===== config.mk =====
export PLATFORM = sky130hd
export DESIGN_NAME = pit_timer
export DESIGN_NICKNAME = d
export VERILOG_FILES = /design/src/rtl/pit_pkg.sv /design/src/rtl/pit_period_counter.sv /design/src/rtl/pit_wrap_accum.sv /design/src/rtl/pit_regfile.sv /design/src/rtl/pit_timer.sv
export SDC_FILE = /design/constraint.sdc
export NUM_CORES = 1
export LEC_CHECK = 0
export CAP_MARGIN = 20
export CORE_AREA = 8 8 85 87
export CTS_CLUSTER_DIAMETER = 40
export CTS_CLUSTER_SIZE = 14
export DETAILED_ROUTE_END_ITERATION = 10
export DIE_AREA = 0 0 93 95
export DONT_BUFFER_PORTS = 1
export PLACE_DENSITY = 0.8
export SLEW_MARGIN = 15
export SYNTH_ARGS = -nofsm -noshare
export SYNTH_HDL_FRONTEND = slang
export SYNTH_SLANG_ARGS = --single-unit

===== constraint.sdc =====
create_clock -name clk -period 2.08 [get_ports clk]
set_input_delay 0.208 -clock clk [delete_from_list [all_inputs] [get_ports clk]]
set_output_delay 0.208 -clock clk [all_outputs]
set_load 0.05 [all_outputs]

===== src/rtl/pit_pkg.sv =====
package pit_pkg;
  localparam int DATA_W  = 32;
  localparam int CNT_W   = 20;
  localparam int WRAP_W  = 12;
  localparam int EN_BIT  = 24;
  localparam int IE_BIT  = 25;

  typedef enum logic [1:0] {
    REG_MODE   = 2'd0,
    REG_STATUS = 2'd1,
    REG_ACK    = 2'd2,
    REG_SNAP   = 2'd3
  } reg_sel_e;
endpackage


===== src/rtl/pit_period_counter.sv =====
module pit_period_counter #(
  parameter int CNT_W = 20
) (
  input  logic             clk,
  input  logic             rst_n,
  input  logic             en,
  input  logic [CNT_W-1:0] period,
  output logic [CNT_W-1:0] cnt,
  output logic             reload
);
  // A shortened period can leave the count above the limit, so the compare is >=.
  assign reload = en && (cnt >= period);

  always_ff @(posedge clk) begin
    if (!rst_n)      cnt <= '0;
    else if (!en)    cnt <= '0;
    else if (reload) cnt <= '0;
    else             cnt <= cnt + 1'b1;
  end
endmodule


===== src/rtl/pit_wrap_accum.sv =====
module pit_wrap_accum #(
  parameter int WRAP_W = 12
) (
  input  logic              clk,
  input  logic              rst_n,
  input  logic              en,
  input  logic              reload,
  input  logic              ack,
  output logic [WRAP_W-1:0] wrap,
  output logic              pend
);
  localparam logic [WRAP_W-1:0] WRAP_MAX = {WRAP_W{1'b1}};

  always_ff @(posedge clk) begin
    if (!rst_n) begin
      wrap <= '0;
      pend <= 1'b0;
    end else if (!en) begin
      wrap <= '0;
      pend <= 1'b0;
    end else if (ack) begin
      // A reload on the acknowledge edge is kept as the first new period.
      wrap <= reload ? {{(WRAP_W-1){1'b0}}, 1'b1} : '0;
      pend <= reload;
    end else if (reload) begin
      if (wrap != WRAP_MAX) wrap <= wrap + 1'b1;
      pend <= 1'b1;
    end
  end
endmodule


===== src/rtl/pit_regfile.sv =====
module pit_regfile
  import pit_pkg::*;
#(
  parameter int CNT_W  = 20,
  parameter int WRAP_W = 12
) (
  input  logic              clk,
  input  logic              rst_n,
  input  logic              bus_sel,
  input  logic              bus_wr,
  input  logic [1:0]        bus_addr,
  input  logic [DATA_W-1:0] bus_wdata,
  input  logic [CNT_W-1:0]  cur_cnt,
  input  logic [WRAP_W-1:0] wrap_cnt,
  input  logic              pend,
  output logic [CNT_W-1:0]  period,
  output logic              mode_en,
  output logic              mode_ie,
  output logic              ack_rd,
  output logic [DATA_W-1:0] bus_rdata
);
  localparam int PAD_W = DATA_W - CNT_W - WRAP_W;

  logic              mode_wr;
  logic [DATA_W-1:0] mode_word;
  logic [DATA_W-1:0] count_word;

  assign mode_wr = bus_sel && bus_wr && (reg_sel_e'(bus_addr) == REG_MODE);
  assign ack_rd  = bus_sel && !bus_wr && (reg_sel_e'(bus_addr) == REG_ACK);

  always_ff @(posedge clk) begin
    if (!rst_n) begin
      period  <= '0;
      mode_en <= 1'b0;
      mode_ie <= 1'b0;
    end else if (mode_wr) begin
      period  <= bus_wdata[CNT_W-1:0];
      mode_en <= bus_wdata[EN_BIT];
      mode_ie <= bus_wdata[IE_BIT];
    end
  end

  always_comb begin
    mode_word               = '0;
    mode_word[CNT_W-1:0]    = period;
    mode_word[EN_BIT]       = mode_en;
    mode_word[IE_BIT]       = mode_ie;
  end

  generate
    if (PAD_W > 0) begin : g_pad
      assign count_word = {wrap_cnt, {PAD_W{1'b0}}, cur_cnt};
    end else begin : g_nopad
      assign count_word = {wrap_cnt, cur_cnt};
    end
  endgenerate

  always_comb begin
    unique case (reg_sel_e'(bus_addr))
      REG_MODE:   bus_rdata = mode_word;
      REG_STATUS: bus_rdata = {{(DATA_W-1){1'b0}}, pend};
      REG_ACK:    bus_rdata = count_word;
      REG_SNAP:   bus_rdata = count_word;
      default:    bus_rdata = '0;
    endcase
  end
endmodule


===== src/rtl/pit_timer.sv =====
module pit_timer
  import pit_pkg::*;
#(
  parameter int CNT_W  = pit_pkg::CNT_W,
  parameter int WRAP_W = pit_pkg::WRAP_W
) (
  input  logic              clk,
  input  logic              rst_n,
  input  logic              bus_sel,
  input  logic              bus_wr,
  input  logic [1:0]        bus_addr,
  input  logic [DATA_W-1:0] bus_wdata,
  output logic [DATA_W-1:0] bus_rdata,
  output logic              irq
);
  logic [CNT_W-1:0]  period;
  logic              mode_en;
  logic              mode_ie;
  logic              ack_rd;
  logic [CNT_W-1:0]  cur_cnt;
  logic              reload;
  logic [WRAP_W-1:0] wrap_cnt;
  logic              pend;

  pit_regfile #(.CNT_W(CNT_W), .WRAP_W(WRAP_W)) u_regs (
    .clk(clk), .rst_n(rst_n),
    .bus_sel(bus_sel), .bus_wr(bus_wr), .bus_addr(bus_addr), .bus_wdata(bus_wdata),
    .cur_cnt(cur_cnt), .wrap_cnt(wrap_cnt), .pend(pend),
    .period(period), .mode_en(mode_en), .mode_ie(mode_ie),
    .ack_rd(ack_rd), .bus_rdata(bus_rdata)
  );

  pit_period_counter #(.CNT_W(CNT_W)) u_cnt (
    .clk(clk), .rst_n(rst_n), .en(mode_en), .period(period),
    .cnt(cur_cnt), .reload(reload)
  );

  pit_wrap_accum #(.WRAP_W(WRAP_W)) u_wrap (
    .clk(clk), .rst_n(rst_n), .en(mode_en), .reload(reload), .ack(ack_rd),
    .wrap(wrap_cnt), .pend(pend)
  );

  assign irq = pend && mode_ie;
endmodule


==> flow_metrics.env, run 1 <==
export IMPL_cts_root_buf="clkbuf_8"
export IMPL_final_nets=549
export IMPL_hold_path_class="in -> reg"
export IMPL_avgSynthCellArea_um2=7.89
export IMPL_synth_top_family_by_area="simple AND/OR/NAND/NOR gates"
export IMPL_ir_drop_mv=0.494
export IMPL_p_comb_share_pct=11.4
export IMPL_drv_cap=0
export IMPL_wl_per_cell_um=22.2
export IMPL_worstSetupEndpointType="flip-flop"
export IMPL_cts_path_max_buffers=2
export IMPL_yosys_area_top_type="dfxtp_1"
export IMPL_grt_setup_unrepaired="yes"
export IMPL_finClkSkew_ns=0.00780
export IMPL_io_pins=71
export IMPL_status="finished, violations left"
export IMPL_crit_family="compound AO/OA/AOI/OAI gates"
export IMPL_use_met3_pct=6.43
export IMPL_coreArea_um2=5820
export IMPL_p_int_uw=1540
export IMPL_use_met2_pct=41.9
export IMPL_num_antenna_cells=0
export IMPL_syn_nets=470
export IMPL_relSlewSlack_pct=55.7
export IMPL_tritoncts="yes"
export IMPL_fin_ws_ns=-0.332
export IMPL_grt_usage_pct=25.3
export IMPL_drt_iter0_drc=426
export IMPL_drt_pass1_iterations=5
export IMPL_pre_cts_ws_ns=-0.291
export IMPL_crit_top_cell="buf_12"
export IMPL_leakagePower_uw=0.00167
export IMPL_clk_pin_slew_ns=0.11
export IMPL_grt_max_degree=59
export IMPL_met1_usage_pct=29.7
export IMPL_dp_hpwl_mm=6.64
export IMPL_routed_via_density=6.52
export IMPL_clock_sinks=55
export IMPL_crit_fanout=6
export IMPL_htreeDepth=2
export IMPL_rows=28
export IMPL_violations="setup timing"
export IMPL_switchingPower_uw=526
export IMPL_io_buffers=0
export IMPL_place_gp_congestion=0.854
export IMPL_drc_errors=0
export IMPL_synthToLayoutAreaGrowth_pct=38.5
export IMPL_synth_top_area_share_pct=34.0
export IMPL_worst_slew_pin_slew_ns=0.665
export IMPL_synth_area_mux_share_pct=0.619
export IMPL_crit_arrival_ns=2.66
export IMPL_synthCells=410
export IMPL_synth_fa_ha_area_share_pct=8.51
export IMPL_worstSetupPathType="reg -> reg"
export IMPL_grt_pass1_wl_mm=17.5
export IMPL_fin_crit_ns=2.41
export IMPL_synth_compound_gate_area_share_pct=19.8
export IMPL_synth_edf_count=0
export IMPL_ys_async_sr_fraction_pct=0
export IMPL_ant_nets=0
export IMPL_period_share_pct=116
export IMPL_ys_seq_elements=55
export IMPL_ys_seq_area_share_pct=34.0
export IMPL_drive_above_1_share_pct=36.3
export IMPL_syn_cell_area_um2=3230
export IMPL_powerDensity_nw_per_um2=460
export IMPL_synth_cell_types=40
export IMPL_crit_buf_inv=3
export IMPL_crit_chain="ha_4, buf_4, a21o_1, a221oi_4, a31oi_4, buf_12, buf_12, a31o_2, a21oi_2"
export IMPL_setup_violations_final=33
export IMPL_synth_area_leaders="dfxtp_1 34%, nand2_1 9.6%, ha_1 8.5%, a21boi_0 5.1%, o31ai_1 4.6%"
export IMPL_gr_total_overflow=0
export IMPL_antenna_found_initial=0
export IMPL_critical_path_required_ns=2.33
export IMPL_synthXorXnorAreaFrac_pct=4.87
export IMPL_fin_util_pct=77.0
export IMPL_hold_viol=0
export IMPL_max_stage_delay_ns=0.45
export IMPL_sw_frac_of_total_pct=25.5
export IMPL_ys_warn_count=0
export IMPL_critPathLaunchType="flip-flop"
export IMPL_fin_area_um2=4480
export IMPL_vias=3683
export IMPL_worstSkewPairLatency_ns=0.32
export IMPL_fmax_ghz=0.415
export IMPL_dieArea_um2=8840
export IMPL_synth_flop_cell="dfxtp_1"
export IMPL_die_h_um=95
export IMPL_slowest_stage="dfxtp_1"
export IMPL_grt_busiest_layer="met2"
export IMPL_synthSimpleGateAreaFrac_pct=26.1
export IMPL_p_clk_share_pct=36.6
export IMPL_cts_made_buffers=5
export IMPL_placed_cell_area_um2=3870
export IMPL_seq_power_share_pct=52.0
export IMPL_grt_pass1_vias=3406
export IMPL_initial_core_util_pct=55.6
export IMPL_die_x_um=93
export IMPL_final_max_slew_viol_count=0
export IMPL_wirelength_mm=12.6
==> cell usage after synthesis, types with 5 or more instances <==
master / number
a21boi_0: 22
a21o_1: 5
a21oi_1: 19
a31o_2: 5
and2_1: 14
and4_1: 5
clkbuf_1: 15
dfxtp_1: 55
ha_1: 22
inv_1: 28
nand2_1: 83
nand3_1: 11
nand4_1: 12
nor2_1: 34
o21ai_0: 6
o31ai_1: 20
xnor2_1: 8
xor2_1: 10
==> cells in the final DEF (no fill, tap or decap), drive strengths merged, types with 6 or more instances in the layout <==
master | netlist | layout
o21ai | 6 | 6
buf | 3 | 87
inv | 28 | 29
xor2 | 10 | 10
xnor2 | 8 | 8
clkbuf | 15 | 6
nand4 | 12 | 12
and2 | 14 | 14
o31ai | 20 | 20
a21boi | 22 | 22
nand2 | 83 | 83
ha | 22 | 22
dfxtp | 55 | 55
nor2 | 34 | 34
a21oi | 19 | 19
nand3 | 12 | 12
==> power groups by stage <==
stage / combinational (µW) / sequential, µW / clock, µW
2_1_floorplan: 116 / 1090 / 0
3_3_place_gp: 140 / 1090 / 0
3_5_place_dp: 146 / 1090 / 0
4_1_cts: 193 / 1070 / 754
5_1_grt: 245 / 1070 / 796
6_report: 235 / 1070 / 756
==> logic make-up after synthesis <==
kind of cell	count (synthesis)
AND/OR/NAND/NOR	180
AO/OA/AOI/OAI	87
flip-flops	55
buffers and inverters	46
adder cells (fa/ha/maj)	22
XOR/XNOR	18
multiplexers	2
==> through the flow <==
| stage | instances | hold slack (ns) | power, µW | TNS, ns |
|---|---|---|---|---|
| 6_report | 565 | 0.0141 | 2060 | -7.21 |
| 5_1_grt | 565 | 0.00813 | 2110 | -8.91 |
| 4_1_cts | 557 | 0.0116 | 2020 | -1.43 |
| 3_5_place_dp | 538 | 0.362 | 1240 | -7.26 |
| 3_3_place_gp | 538 | 0.354 | 1230 | -4.79 |
| 2_1_floorplan | 410 | 0.353 | 1210 | -0.842 |
==> path summary, 6_finish.rpt <==
| kind | slack, ns | end | startpoint | cells past startpoint |
|---|---|---|---|---|
| worst min register to register | 0.47 | u_regs.period[10]$_SDFFE_PN0P_ | u_regs.period[10]$_SDFFE_PN0P_ | 2 |
| worst max register to register | -0.33 | u_wrap.wrap[11]$_SDFFE_PN0P_ | u_cnt.cnt[18]$_SDFF_PP0_ | 9 |
| worst max-delay path | -0.33 | u_wrap.wrap[11]$_SDFFE_PN0P_ | u_cnt.cnt[18]$_SDFF_PP0_ | 9 |
| worst min-delay path | 0.01 | u_regs.period[1]$_SDFFE_PN0P_ | bus_wdata[1] | 2 |
==> layer usage <==
layer,vias to the layer above,share of wire (%)
li1,1566,-
met1,1704,38
met2,330,45
met3,83,11
met4,0,5.4
met5,-,0
==> state kept, by name, summed over array words and instances (netlist names) <==
signal / flops
u_cnt.cnt: 20
u_regs.period: 20
u_regs.mode_ie: 1
u_wrap.wrap: 12
u_wrap.pend: 1
u_regs.mode_en: 1
==> repair_timing <==
action / in CTS / in global routing
endpoints found under the setup margin: 33 / 33
gates resized for setup: 41 / 23
setup buffers: 9 / 7
hold buffers: 0 / 0
pin swaps: 12 / 16
gates cloned: 2 / 1
==> final cells by class <==
class                      count  area [µm²]
multi-input combinational    311        2330
fill                         357        1340
sequential                    55        1120
timing repair buffer          88         718
inverter                      28         108
tap                           75        93.8
clock buffer                   5        68.8
clock inverter                 3        47.5
Note: power is estimated with default switching activity, not from simulation.
==> inputs of run 2 (changes only) <==
Settings changed: SKIP_LAST_GASP from default to 1.
==> run 2 against run 1 <==
The flow still finishes with violations (setup timing). Critical path depth unchanged. Worst hold slack worse by 0.0033 ns. Via count shrank 0.98%. Die area did not move. First-iteration DRC count rose by 12%. Clock skew is 0.0011 ns higher. Sequential share of layout area barely moved. Register-to-register slack worse by 0.02 ns. Clock-buffer cell count did not move. Largest power group unchanged. Highest routed layer unchanged.
==> flow_metrics.env, run 2 (synthesized netlist as in run 1, its figures left out) <==
export IMPL_most_common_layout_cells="83 x nand2_1, 82 x buf_4, 42 x dfxtp_1"
export IMPL_drt_iter0_drc=476
export IMPL_critical_path_required_ns=2.30
export IMPL_wirelength_mm=12.5
export IMPL_final_max_slew_viol_count=0
export IMPL_die_x_um=93
export IMPL_hold_path_class="in -> reg"
export IMPL_tritoncts="yes"
export IMPL_worstSkewPairLatency_ns=0.33
export IMPL_num_antenna_cells=0
export IMPL_leakagePower_uw=0.00167
export IMPL_crit_fanout=6
export IMPL_status="finished, violations left"
export IMPL_cts_root_buf="clkbuf_8"
export IMPL_final_nets=549
export IMPL_gr_total_overflow=0
export IMPL_synthToLayoutAreaGrowth_pct=38.4
export IMPL_finClkSkew_ns=0.00894
export IMPL_initial_core_util_pct=55.6
export IMPL_grt_setup_unrepaired="yes"
export IMPL_die_h_um=95
export IMPL_worst_slew_pin_slew_ns=0.665
export IMPL_tns_ns=-7.22
export IMPL_drv_cap=0
export IMPL_fmax_ghz=0.411
export IMPL_io_buffers=0
export IMPL_relSlewSlack_pct=55.6
export IMPL_period_share_pct=117
export IMPL_clock_sinks=55
export IMPL_grt_usage_pct=25.3
export IMPL_drive_above_1_share_pct=36.3
export IMPL_violations="setup timing"
export IMPL_antenna_found_initial=0
export IMPL_grt_busiest_layer="met2"
export IMPL_grt_pass1_wl_mm=17.5
export IMPL_crit_chain="ha_4, buf_4, a21o_1, a221oi_4, a31oi_4, buf_12, buf_12, buf_4, a311oi_2"
export IMPL_fin_ws_ns=-0.351
export IMPL_crit_arrival_ns=2.65
export IMPL_drc_errors=0
export IMPL_grt_pass1_vias=3406
export IMPL_dieArea_um2=8840
export IMPL_largestRegisters="u_cnt.cnt: 20 flops, u_regs.period: 20 flops, u_wrap.wrap: 12 flops"
export IMPL_worstSetupEndpointType="flip-flop"
export IMPL_cts_made_buffers=5
export IMPL_use_met3_pct=6.43
export IMPL_drt_pass1_iterations=5
export IMPL_met1_usage_pct=29.7
export IMPL_powerDensity_nw_per_um2=461
export IMPL_io_pins=71
export IMPL_holdWs_ns=0.0108
export IMPL_max_stage_delay_ns=0.45
export IMPL_worstSetupPathType="reg -> reg"
export IMPL_dp_hpwl_mm=6.64
export IMPL_ant_nets=0
export IMPL_coreArea_um2=5820
export IMPL_place_gp_congestion=0.854
export IMPL_wl_per_cell_um=22.2
export IMPL_use_met2_pct=41.9
export IMPL_clk_pin_slew_ns=0.11
export IMPL_routed_via_density=6.45
export IMPL_rows=28
export IMPL_fin_util_pct=77.0
export IMPL_layout_commonest_cell="nand2_1"
export IMPL_htreeDepth=2
export IMPL_cts_path_max_buffers=2
export IMPL_grt_max_degree=59
export IMPL_ir_drop_mv=0.496
export IMPL_critPathLaunchType="flip-flop"
export IMPL_vias=3647
export IMPL_fin_crit_ns=2.43
export IMPL_slowest_stage="dfxtp_1"
export IMPL_hold_viol=0
export IMPL_setup_violations_final=33
export IMPL_fill_cells=360
run 2: stage by stage:
stage               power, µW  area [µm²]  setup WS [ns]  cells
detailed placement       1240        3870         -0.291    538
global route             2120        4480         -0.423    565
CTS                      2020        4280         -0.113    557
global placement         1230        3870         -0.176    538
finish                   2060        4480         -0.351    565
floorplan                1210        3240        -0.0454    410
run 2: where the power goes:
group / total (µW) / internal (µW) / switching (µW) / leakage [µW]
Combinational: 235 / 107 / 128 / 0.00116
Clock: 757 / 366 / 391 / 0.0000587
Sequential: 1070 / 1060 / 8.18 / 0.000450
Total: 2060 / 1540 / 527 / 0.00167
run 2: worst max-delay path, delay by kind of cell, from the launching register on:
family                     cells  cell delay, ns
DFF                            1            0.45
buffers and inverters          4            0.59
adders and majority gates      1            0.25
AOI/OAI and AO/OA              4            1.05
run 2: routing by layer:
| layer | part of all wire [%] | vias to the layer above |
|---|---|---|
| met3 | 11 | 88 |
| met2 | 44 | 317 |
| met1 | 38 | 1672 |
| li1 | - | 1570 |
| met5 | 0 | - |
| met4 | 6.5 | 0 |
run 2: what timing repair did:
action                                  in CTS  in global routing
gates cloned                                 2                  1
buffers inserted                             9                  7
hold buffers                                 0                  0
gates resized for setup                     41                 22
hold endpoints to repair                     0                  0
endpoints found under the setup margin      33                 33
pin swaps                                   12                 16
run 2: cell type report:
type,count,area [µm²],share of cell area (%)
multi-input cells,311,2330,52.0
repair buffers,88,714,16.0
clock inverters,3,47.5,1.06
inverters,28,108,2.40
flip-flops and latches,55,1120,25.0
well taps,75,93.8,2.10
clock buffers,5,68.8,1.54
run 2: path summary, 6_finish.rpt:
check,endpoint,start,cells after the start,slack [ns]
min reg2reg,u_regs.period[10]$_SDFFE_PN0P_,u_regs.period[10]$_SDFFE_PN0P_,2,0.47
max reg2reg,u_wrap.wrap[5]$_SDFFE_PN0P_,u_cnt.cnt[18]$_SDFF_PP0_,9,-0.35
min,u_regs.period[1]$_SDFFE_PN0P_,bus_wdata[1],2,0.01
max,u_wrap.wrap[5]$_SDFFE_PN0P_,u_cnt.cnt[18]$_SDFF_PP0_,9,-0.35
==> inputs of run 3 (changes only) <==
Settings changed: TNS_END_PERCENT from default to 30.
==> run 3 against run 2 <==
Clock power is 22% lower. First-iteration DRC count down 0.84%. Combinational power increased by 4%. Non-clock buffer count fell by 3. Die area stayed put. The flow still finishes with violations (setup timing). Clock-buffer cell count increased by 1. Setup slack lost 0.082 ns. Final area shrank 0.64%. Sequential cell count unchanged.
==> flow_metrics.env, run 3 (synthesized netlist as in run 1, its figures left out) <==
export IMPL_dp_hpwl_mm=6.49
export IMPL_place_gp_congestion=0.854
export IMPL_ant_nets=0
export IMPL_violations="setup timing"
export IMPL_fill_cells=357
export IMPL_hold_viol=0
export IMPL_ir_drop_mv=0.543
export IMPL_die_h_um=95
export IMPL_worst_slew_pin_slew_ns=0.681
export IMPL_gr_total_overflow=0
export IMPL_vias=3750
export IMPL_clk_pin_slew_ns=0.10
export IMPL_dp_cells=537
export IMPL_final_nets=548
export IMPL_grt_max_degree=59
export IMPL_leakagePower_uw=0.00164
export IMPL_p_comb_share_pct=12.9
export IMPL_p_int_uw=1410
export IMPL_p_clk_share_pct=31.0
export IMPL_fin_cells=564
export IMPL_dieArea_um2=8840
export IMPL_powerDensity_nw_per_um2=429
export IMPL_crit_fanout=8
export IMPL_critPathLaunchType="flip-flop"
export IMPL_grt_pass1_wl_mm=17.1
export IMPL_multi_input_comb_area_um2=2370
export IMPL_fin_crit_ns=2.51
export IMPL_worstSkewPairLatency_ns=0.32
export IMPL_sw_frac_of_total_pct=26.1
export IMPL_wirelength_mm=13.1
export IMPL_most_common_layout_cells="83 x nand2_1, 77 x buf_4, 40 x dfxtp_1"
export IMPL_coreArea_um2=5820
export IMPL_drt_pass1_iterations=7
export IMPL_io_buffers=0
export IMPL_drv_cap=0
export IMPL_cts_made_buffers=5
export IMPL_drc_errors=0
export IMPL_power_uw=1910
export IMPL_layout_commonest_cell="nand2_1"
export IMPL_clock_sinks=55
export IMPL_final_max_slew_viol_count=0
export IMPL_rows=28
export IMPL_drt_iter0_drc=472
export IMPL_holdWs_ns=0.0173
export IMPL_worstSetupEndpointType="flip-flop"
export IMPL_wl_per_cell_um=23.2
export IMPL_htreeDepth=2
export IMPL_status="finished, violations left"
export IMPL_seq_power_share_pct=56.1
export IMPL_io_pins=71
export IMPL_tritoncts="yes"
export IMPL_register_area_um2=1120
export IMPL_synthToLayoutAreaGrowth_pct=37.5
export IMPL_worstSetupPathType="reg -> reg"
export IMPL_switchingPower_uw=499
export IMPL_finClkSkew_ns=0.00947
export IMPL_cts_root_buf="clkbuf_8"
export IMPL_fin_ws_ns=-0.433
export IMPL_relSlewSlack_pct=54.6
export IMPL_routed_via_density=6.65
export IMPL_pre_cts_ws_ns=-0.281
export IMPL_grt_pass1_vias=3395
export IMPL_cts_path_max_buffers=2
export IMPL_fmax_ghz=0.398
export IMPL_grt_usage_pct=24.5
export IMPL_initial_core_util_pct=55.6
export IMPL_hold_path_class="in -> reg"
export IMPL_critical_path_required_ns=2.28
export IMPL_grt_setup_unrepaired="yes"
export IMPL_crit_arrival_ns=2.71
export IMPL_setup_violations_final=33
export IMPL_antenna_found_initial=0
export IMPL_num_antenna_cells=0
export IMPL_largestRegisters="u_cnt.cnt: 20 flops, u_regs.period: 20 flops, u_wrap.wrap: 12 flops"
export IMPL_drive_above_1_share_pct=36.8
export IMPL_die_x_um=93
export IMPL_tns_ns=-10.05
export IMPL_period_share_pct=121
==> run 3: power groups by stage <==
stage               sequential, µW  clock, µW  combinational [µW]
floorplan                     1090          0                 116
global placement              1090          0                 144
detailed placement            1090          0                 150
CTS                           1070        582                 197
global route                  1070        644                 257
finish                        1070        592                 245
==> run 3: layout make-up <==
class                      instances  area share [%]
multi-input combinational        313            53.4
sequential                        55            25.2
timing repair buffer              85            15.0
inverter                          28            2.42
tap                               75            2.11
clock buffer                       6            1.63
clock inverter                     2           0.281
==> run 3: worst max-delay path, cell delays in order, from the launching register on <==
cell and delay [ns]:
dfxtp_2 0.37, inv_2 0.07, ha_4 0.28, nand4_1 0.26, nor4_4 0.41, a32oi_4 0.22
a31oi_4 0.38, buf_6 0.16, mux2i_1 0.17, nor2_1 0.05
==> run 3: path summary, 6_finish.rpt <==
kind	from	to	slack, ns	cells past startpoint
worst min register to register	u_regs.period[2]$_SDFFE_PN0P_	u_regs.period[2]$_SDFFE_PN0P_	0.47	2
worst min-delay path	bus_wdata[14]	u_regs.period[14]$_SDFFE_PN0P_	0.02	2
worst max-delay path	u_regs.period[17]$_SDFFE_PN0P_	u_wrap.wrap[1]$_SDFFE_PN0P_	-0.43	9
worst max register to register	u_regs.period[17]$_SDFFE_PN0P_	u_wrap.wrap[1]$_SDFFE_PN0P_	-0.43	9
==> run 3: stage by stage <==
| stage | utilization, % | area (µm²) |
|---|---|---|
| global route | 76.5 | 4450 |
| floorplan | - | 3240 |
| global placement | 66.5 | 3860 |
| CTS | 71.1 | 4140 |
| finish | 76.5 | 4450 |
| detailed placement | 66.5 | 3860 |
==> run 3: metal layers <==
metal	track usage, %	share of wire, %
met1	29.1	36
met2	38.8	45
met3	6.35	13
met4	15.2	6.7
met5	0	0
==> run 3: timing repair <==
item,in CTS,in global routing
buffers inserted,4,12
endpoints found under the setup margin,33,33
hold buffers,0,0
pin swaps,11,27
gates cloned,3,1
gates resized for setup,26,51
